[config.mk]
export PLATFORM = sky130hd
export DESIGN_NAME = pm_lowpower_ctrl
export DESIGN_NICKNAME = d
export VERILOG_FILES = /design/src/rtl/pm_pkg.sv /design/src/rtl/pm_wake_eval.sv /design/src/rtl/pm_req_decode.sv /design/src/rtl/pm_mode_fsm.sv /design/src/rtl/pm_lowpower_ctrl.sv
export SDC_FILE = /design/constraint.sdc
export NUM_CORES = 1
export LEC_CHECK = 0
export CORE_MARGIN = 1.5
export CORE_UTILIZATION = 27
export CTS_CLUSTER_DIAMETER = 100
export DETAILED_ROUTE_END_ITERATION = 8
export PLACE_DENSITY = 0.73
export SLEW_MARGIN = 10
export SYNTH_ARGS = -nofsm -noshare
export SYNTH_HDL_FRONTEND = slang
export SYNTH_SLANG_ARGS = --single-unit
[constraint.sdc]
create_clock -name clk -period 1.4 [get_ports clk]
set_clock_uncertainty 0.1 [all_clocks]
set_input_delay 0.21 -clock clk [delete_from_list [all_inputs] [get_ports clk]]
set_output_delay 0.21 -clock clk [all_outputs]
set_load 0.02 [all_outputs]
[src/rtl/pm_pkg.sv]
// Package: shared mode codes and helpers for the low-power mode controller.
// Assumes a 3-bit mode field; codes 4 and 5 are reserved and never accepted.
package pm_pkg;
    localparam int MODE_W = 3;
    localparam logic [MODE_W-1:0] MODE_RUN       = 3'd0;
    localparam logic [MODE_W-1:0] MODE_IDLE      = 3'd1;
    localparam logic [MODE_W-1:0] MODE_STBY_DISP = 3'd2;
    localparam logic [MODE_W-1:0] MODE_STBY      = 3'd3;
    localparam logic [MODE_W-1:0] MODE_SLEEP     = 3'd6;
    localparam logic [MODE_W-1:0] MODE_DEEP      = 3'd7;

    // True for any code that selects a low-power state.
    function automatic logic is_lp_code(input logic [MODE_W-1:0] c);
        return (c == MODE_IDLE) || (c == MODE_STBY_DISP) || (c == MODE_STBY) ||
               (c == MODE_SLEEP) || (c == MODE_DEEP);
    endfunction

    // True for states whose exit restarts the system.
    function automatic logic is_reset_exit(input logic [MODE_W-1:0] c);
        return (c == MODE_SLEEP) || (c == MODE_DEEP);
    endfunction
endpackage

[src/rtl/pm_wake_eval.sv]
// Module: pm_wake_eval
// Forms the two wakeup conditions: the idle one from the interrupt lines
// (mask applied only when mask_en is set) and the external one from the
// wakeup-enabled event lines. Purely combinational; inputs assumed synchronous.
module pm_wake_eval #(
    parameter int N_IRQ  = 8,
    parameter int N_WAKE = 4
) (
    input  logic [N_IRQ-1:0]  irq_raw,
    input  logic [N_IRQ-1:0]  irq_mask,
    input  logic              mask_en,
    input  logic [N_WAKE-1:0] wake_evt,
    output logic              idle_wake,
    output logic              ext_wake
);
    logic [N_IRQ-1:0] irq_qual;

    // Per-line qualification: the mask only matters when mask checking is on.
    for (genvar i = 0; i < N_IRQ; i++) begin : g_qual
        assign irq_qual[i] = irq_raw[i] & (irq_mask[i] | ~mask_en);
    end

    // Reduce the qualified lines and the event lines to single conditions.
    always_comb begin
        idle_wake = |irq_qual;
        ext_wake  = |wake_evt;
    end
endmodule

[src/rtl/pm_req_decode.sv]
// Module: pm_req_decode
// Turns the held mode code into the per-state request outputs.
// Assumes the code is one of the accepted values; others give all-low.
module pm_req_decode
    import pm_pkg::*;
(
    input  logic [MODE_W-1:0] mode,
    output logic              disp_hold,
    output logic              stby_req,
    output logic              sleep_req,
    output logic              dsleep_req
);
    // Decode the mode field into one request per external state group.
    always_comb begin
        disp_hold  = (mode == MODE_STBY_DISP);
        stby_req   = (mode == MODE_STBY_DISP) || (mode == MODE_STBY);
        sleep_req  = (mode == MODE_SLEEP);
        dsleep_req = (mode == MODE_DEEP);
    end
endmodule

[src/rtl/pm_mode_fsm.sv]
// Module: pm_mode_fsm
// Holds the mode field, accepts writes only in run mode, refuses entry
// when the target state's wakeup is already pending, and returns to run on
// the wakeup that belongs to the held state. Drives the core clock enable
// and the wake and reset-request pulses. Synchronous active-low reset.
module pm_mode_fsm
    import pm_pkg::*;
(
    input  logic              clk,
    input  logic              rst_n,
    input  logic              wr_en,
    input  logic [MODE_W-1:0] wr_data,
    input  logic              idle_wake,
    input  logic              ext_wake,
    output logic [MODE_W-1:0] mode_q,
    output logic              core_clk_en,
    output logic              wake_pulse,
    output logic              rst_req
);
    logic wake_now;
    logic pend_at_wr;
    logic accept_wr;

    // Wakeup for the state currently held, and for the state being requested.
    always_comb begin
        wake_now   = (mode_q == MODE_IDLE) ? idle_wake : ext_wake;
        pend_at_wr = (wr_data == MODE_IDLE) ? idle_wake : ext_wake;
        accept_wr  = (mode_q == MODE_RUN) && wr_en && is_lp_code(wr_data) && !pend_at_wr;
    end

    // Mode register, clock enable and exit pulses.
    always_ff @(posedge clk) begin
        if (!rst_n) begin
            mode_q      <= MODE_RUN;
            core_clk_en <= 1'b1;
            wake_pulse  <= 1'b0;
            rst_req     <= 1'b0;
        end else if (mode_q == MODE_RUN) begin
            wake_pulse <= 1'b0;
            rst_req    <= 1'b0;
            if (accept_wr) begin
                mode_q      <= wr_data;
                core_clk_en <= 1'b0;
            end
        end else if (wake_now) begin
            mode_q      <= MODE_RUN;
            core_clk_en <= 1'b1;
            wake_pulse  <= 1'b1;
            rst_req     <= is_reset_exit(mode_q);
        end else begin
            wake_pulse <= 1'b0;
            rst_req    <= 1'b0;
        end
    end

    AST_GATED_OUT_OF_RUN: assert property (@(posedge clk) disable iff (!rst_n)
        (mode_q != MODE_RUN) |-> !core_clk_en);
    AST_BAD_CODE_IGNORED: assert property (@(posedge clk) disable iff (!rst_n)
        (mode_q == MODE_RUN && wr_en && !is_lp_code(wr_data)) |=> (mode_q == MODE_RUN));
    AST_LP_WRITE_IGNORED: assert property (@(posedge clk) disable iff (!rst_n)
        (mode_q != MODE_RUN && !wake_now) |=> $stable(mode_q));
    AST_IDLE_WAKE: assert property (@(posedge clk) disable iff (!rst_n)
        (mode_q == MODE_IDLE && idle_wake) |=> (mode_q == MODE_RUN && core_clk_en && wake_pulse));
    AST_EXT_WAKE: assert property (@(posedge clk) disable iff (!rst_n)
        (mode_q != MODE_RUN && mode_q != MODE_IDLE && ext_wake) |=> (mode_q == MODE_RUN));
    AST_PULSE_SINGLE: assert property (@(posedge clk) disable iff (!rst_n)
        wake_pulse |=> !wake_pulse);
    AST_PENDING_STAYS: assert property (@(posedge clk) disable iff (!rst_n)
        (mode_q == MODE_RUN && wr_en && pend_at_wr) |=> (mode_q == MODE_RUN && core_clk_en && !wake_pulse));
    AST_RST_ONLY_DEEP: assert property (@(posedge clk) disable iff (!rst_n)
        rst_req |-> (wake_pulse && is_reset_exit($past(mode_q))));
endmodule

[src/rtl/pm_lowpower_ctrl.sv]
// Module: pm_lowpower_ctrl (top)
// Low-power mode entry controller: wakeup evaluation, mode register with
// entry/exit sequencing, and request decode. All inputs assumed synchronous
// to clk; synchronous active-low reset.
module pm_lowpower_ctrl
    import pm_pkg::*;
#(
    parameter int N_IRQ  = 8,
    parameter int N_WAKE = 4
) (
    input  logic              clk,
    input  logic              rst_n,
    input  logic              wr_en,
    input  logic [2:0]        wr_data,
    input  logic [N_IRQ-1:0]  irq_raw,
    input  logic [N_IRQ-1:0]  irq_mask,
    input  logic              idle_mask_en,
    input  logic [N_WAKE-1:0] wake_evt,
    output logic              core_clk_en,
    output logic [2:0]        mode_cur,
    output logic              disp_hold,
    output logic              stby_req,
    output logic              sleep_req,
    output logic              dsleep_req,
    output logic              wake_pulse,
    output logic              rst_req
);
    logic idle_wake;
    logic ext_wake;

    pm_wake_eval #(.N_IRQ(N_IRQ), .N_WAKE(N_WAKE)) u_wake (
        .irq_raw(irq_raw), .irq_mask(irq_mask), .mask_en(idle_mask_en),
        .wake_evt(wake_evt), .idle_wake(idle_wake), .ext_wake(ext_wake)
    );

    pm_mode_fsm u_fsm (
        .clk(clk), .rst_n(rst_n), .wr_en(wr_en), .wr_data(wr_data),
        .idle_wake(idle_wake), .ext_wake(ext_wake), .mode_q(mode_cur),
        .core_clk_en(core_clk_en), .wake_pulse(wake_pulse), .rst_req(rst_req)
    );

    pm_req_decode u_dec (
        .mode(mode_cur), .disp_hold(disp_hold), .stby_req(stby_req),
        .sleep_req(sleep_req), .dsleep_req(dsleep_req)
    );

    AST_REQ_EXCLUSIVE: assert property (@(posedge clk) disable iff (!rst_n)
        $onehot0({stby_req, sleep_req, dsleep_req}));
    AST_IDLE_NO_REQ: assert property (@(posedge clk) disable iff (!rst_n)
        (mode_cur == MODE_IDLE) |-> !(stby_req || sleep_req || dsleep_req || disp_hold));
endmodule

==> metrics.txt <==
status finished, violations left; failing checks negative setup slack; Cell Area, Synth roughly 430 sq um; share of cells above drive strength 1 0.600; area of the multi-input gates between 300 and 400 sq um; fin nets 134; CP max FO 4; GRT overflow 0; FF+latch count, synth 6; Die ar. about 0.0019 sq mm; Final Critical Period ~1.4 ns; CP Launch Type primary input; IO Port Bufs 36; Final setup viols 3; Fin. Hold Viols 0; Max VDD drop between 0.6 and 0.7 mV; Fillers 132; TritonCTS clock tree yes; DRC Markers 0; Arrival @ worst endpoint 1.48 ns; Syn Area/Cell 9.21 sq um; Tcrit/Tclk final 1.04; core area 0.00151 sq mm; Root Driver clkbuf_4; routed wire length between 1500 and 2000 microns; number of flops mapped to enable cells by yosys 0; M2 GR Usage 0.345; drt via density ~5.1; Seq/Total Area, Yosys 0.277; worst slack, placed -0.618 ns; area grow syn2layout 135%; Final Slew Violations 0; num rows 14; vias post-DR about 600; vias in the first global route about 630; met3 Usage GRT 0.0809; PwrDens 767 mW/mm^2; Leakage approximately 0.46 nW; Initial Utilization 0.287; pin count of the biggest net entering global routing 9; Max-Cap Viols 0; crit end category flip-flop; Worst slew margin 0.769; Yosys cell types 28; post-synthesis cell count 47; DR WL/cell between 10 and 15 microns; final worst slack -0.0494 ns; ant diodes 0; routing usage on met1 0.194; initial antenna violation count 0; Min Hold Slack approximately 0.36 ns; Pre-antenna DRT Iters 4; most common cell after layout, fill and taps aside buf_4; GRT busiest layer met2; Clock Sinks 6; Achievable Freq roughly 0.69 GHz; antenna viol nets, final 0; Die X approximately 43 microns; clk_lat worst skew roughly 0.24 ns; IO Pins 37; Die Y around 43 microns; Syn Nets between 70 and 80; DP Wirelength roughly 1100 microns; 1st-iter DRT viols 6; r2r setup slk -0.04 ns; All-Layer GR Usage 0.187; CTS H-tree lvls 1; Worst Hold Class reg -> reg; Slew @ Worst Pin 0.345 ns; global placer's final weighted congestion a little over 0.8; CP Class in -> reg; fin util 0.676; Post-synth ARST share 0; yosys warns 0; clock transition at the registers of the reported paths roughly 0.05 ns; first-pass GRT wire length 2590 microns; most frequent cells in the layout buf_4 (17), buf_2 (10), clkdlybuf4s15_1 (8), dlygate4sd2_1 (8); cts bufs inserted 3; Crit path required time between 1 and 1.5 ns; Clock Path Buffers 2; Register Area between 100 and 150 sq um; ys flop type dfxtp_1; unrepaired setup endpoints after global routing yes
sequential cells by signal, indices dropped and copies added (netlist names):
| name | count |
|---|---|
| u_fsm.mode_q | 3 |
| u_fsm.core_clk_en | 1 |
| u_fsm.rst_req | 1 |
| u_fsm.wake_pulse | 1 |
cells by family after synthesis:
family / synth area share
AO/OA/AOI/OAI: 0.280
multiplexers: 0.0751
AND/OR/NAND/NOR: 0.332
flip-flops: 0.277
buffers and inverters: 0.0347
repair_timing:
| item | in CTS | in global routing |
|---|---|---|
| hold buffers | 0 | 0 |
| endpoints found under the hold margin | 0 | 0 |
| pin swaps | 18 | 8 |
| resized for setup | 94 | 12 |
| buffers inserted | 7 | 2 |
| setup endpoints to repair | 15 | 9 |
path summary, 6_finish.rpt:
path / startpoint / endpoint / cells past startpoint
hold reg to reg: u_fsm.core_clk_en$_SDFFE_PN1P_ / u_fsm.core_clk_en$_SDFFE_PN1P_ / 1
hold / removal: u_fsm.core_clk_en$_SDFFE_PN1P_ / u_fsm.core_clk_en$_SDFFE_PN1P_ / 1
setup reg to reg: u_fsm.mode_q[1]$_SDFFE_PN0P_ / u_fsm.mode_q[1]$_SDFFE_PN0P_ / 6
setup / recovery: wake_evt[0] / u_fsm.mode_q[1]$_SDFFE_PN0P_ / 7
through the flow:
step / instance area (sq um) / cells / setup TNS, ns / total power, mW
2_1_floorplan: 445 / 47 / -0.0947 / 0.397
3_3_place_gp: 897 / 109 / -2.97 / 0.585
3_5_place_dp: 897 / 109 / -3.19 / 0.589
4_1_cts: 1010 / 119 / -0.149 / 0.774
5_1_grt: 1020 / 121 / -0.442 / 0.835
6_report: 1020 / 121 / -0.103 / 0.782
worst max-delay path, cell delays in order:
cell and delay [ns]:
buf_6 0.09, nor4_4 0.37, buf_4 0.18, a22oi_2 0.07, o21ai_2 0.19, mux2i_4 0.11, a32o_2 0.25
area by class of cell:
type                       instances  share of cell area
clock buffer                       3              0.0221
sequential                         6               0.127
tap                               16              0.0197
multi-input combinational         39               0.371
timing repair buffer              56               0.457
inverter                           1             0.00369
metal layers:
layer / part of all wire / wire length, microns / vias to the layer above
met1: 0.39 / 636 / 280
met4: 0 / 0 / 0
met2: 0.50 / 801 / 29
li1: - / - / 303
met5: 0 / 0 / -
met3: 0.11 / 175 / 0
cell usage after synthesis (all sizes together) (2+ instances only):
cell,n,area (sq um)
nor4,3,33.8
nor2,5,21.3
nand4,3,18.8
a22oi,5,37.5
a21oi,2,10.0
nand2,3,11.3
o21ai,2,13.8
nor2b,2,12.5
mux2i,2,32.5
dfxtp,6,120
where the power goes:
| group | internal, mW | switching, mW |
|---|---|---|
| clock network | 0.0967 | 0.0582 |
| logic | 0.224 | 0.180 |
| registers | 0.197 | 0.0264 |
Power figures use the tool's default switching activity.
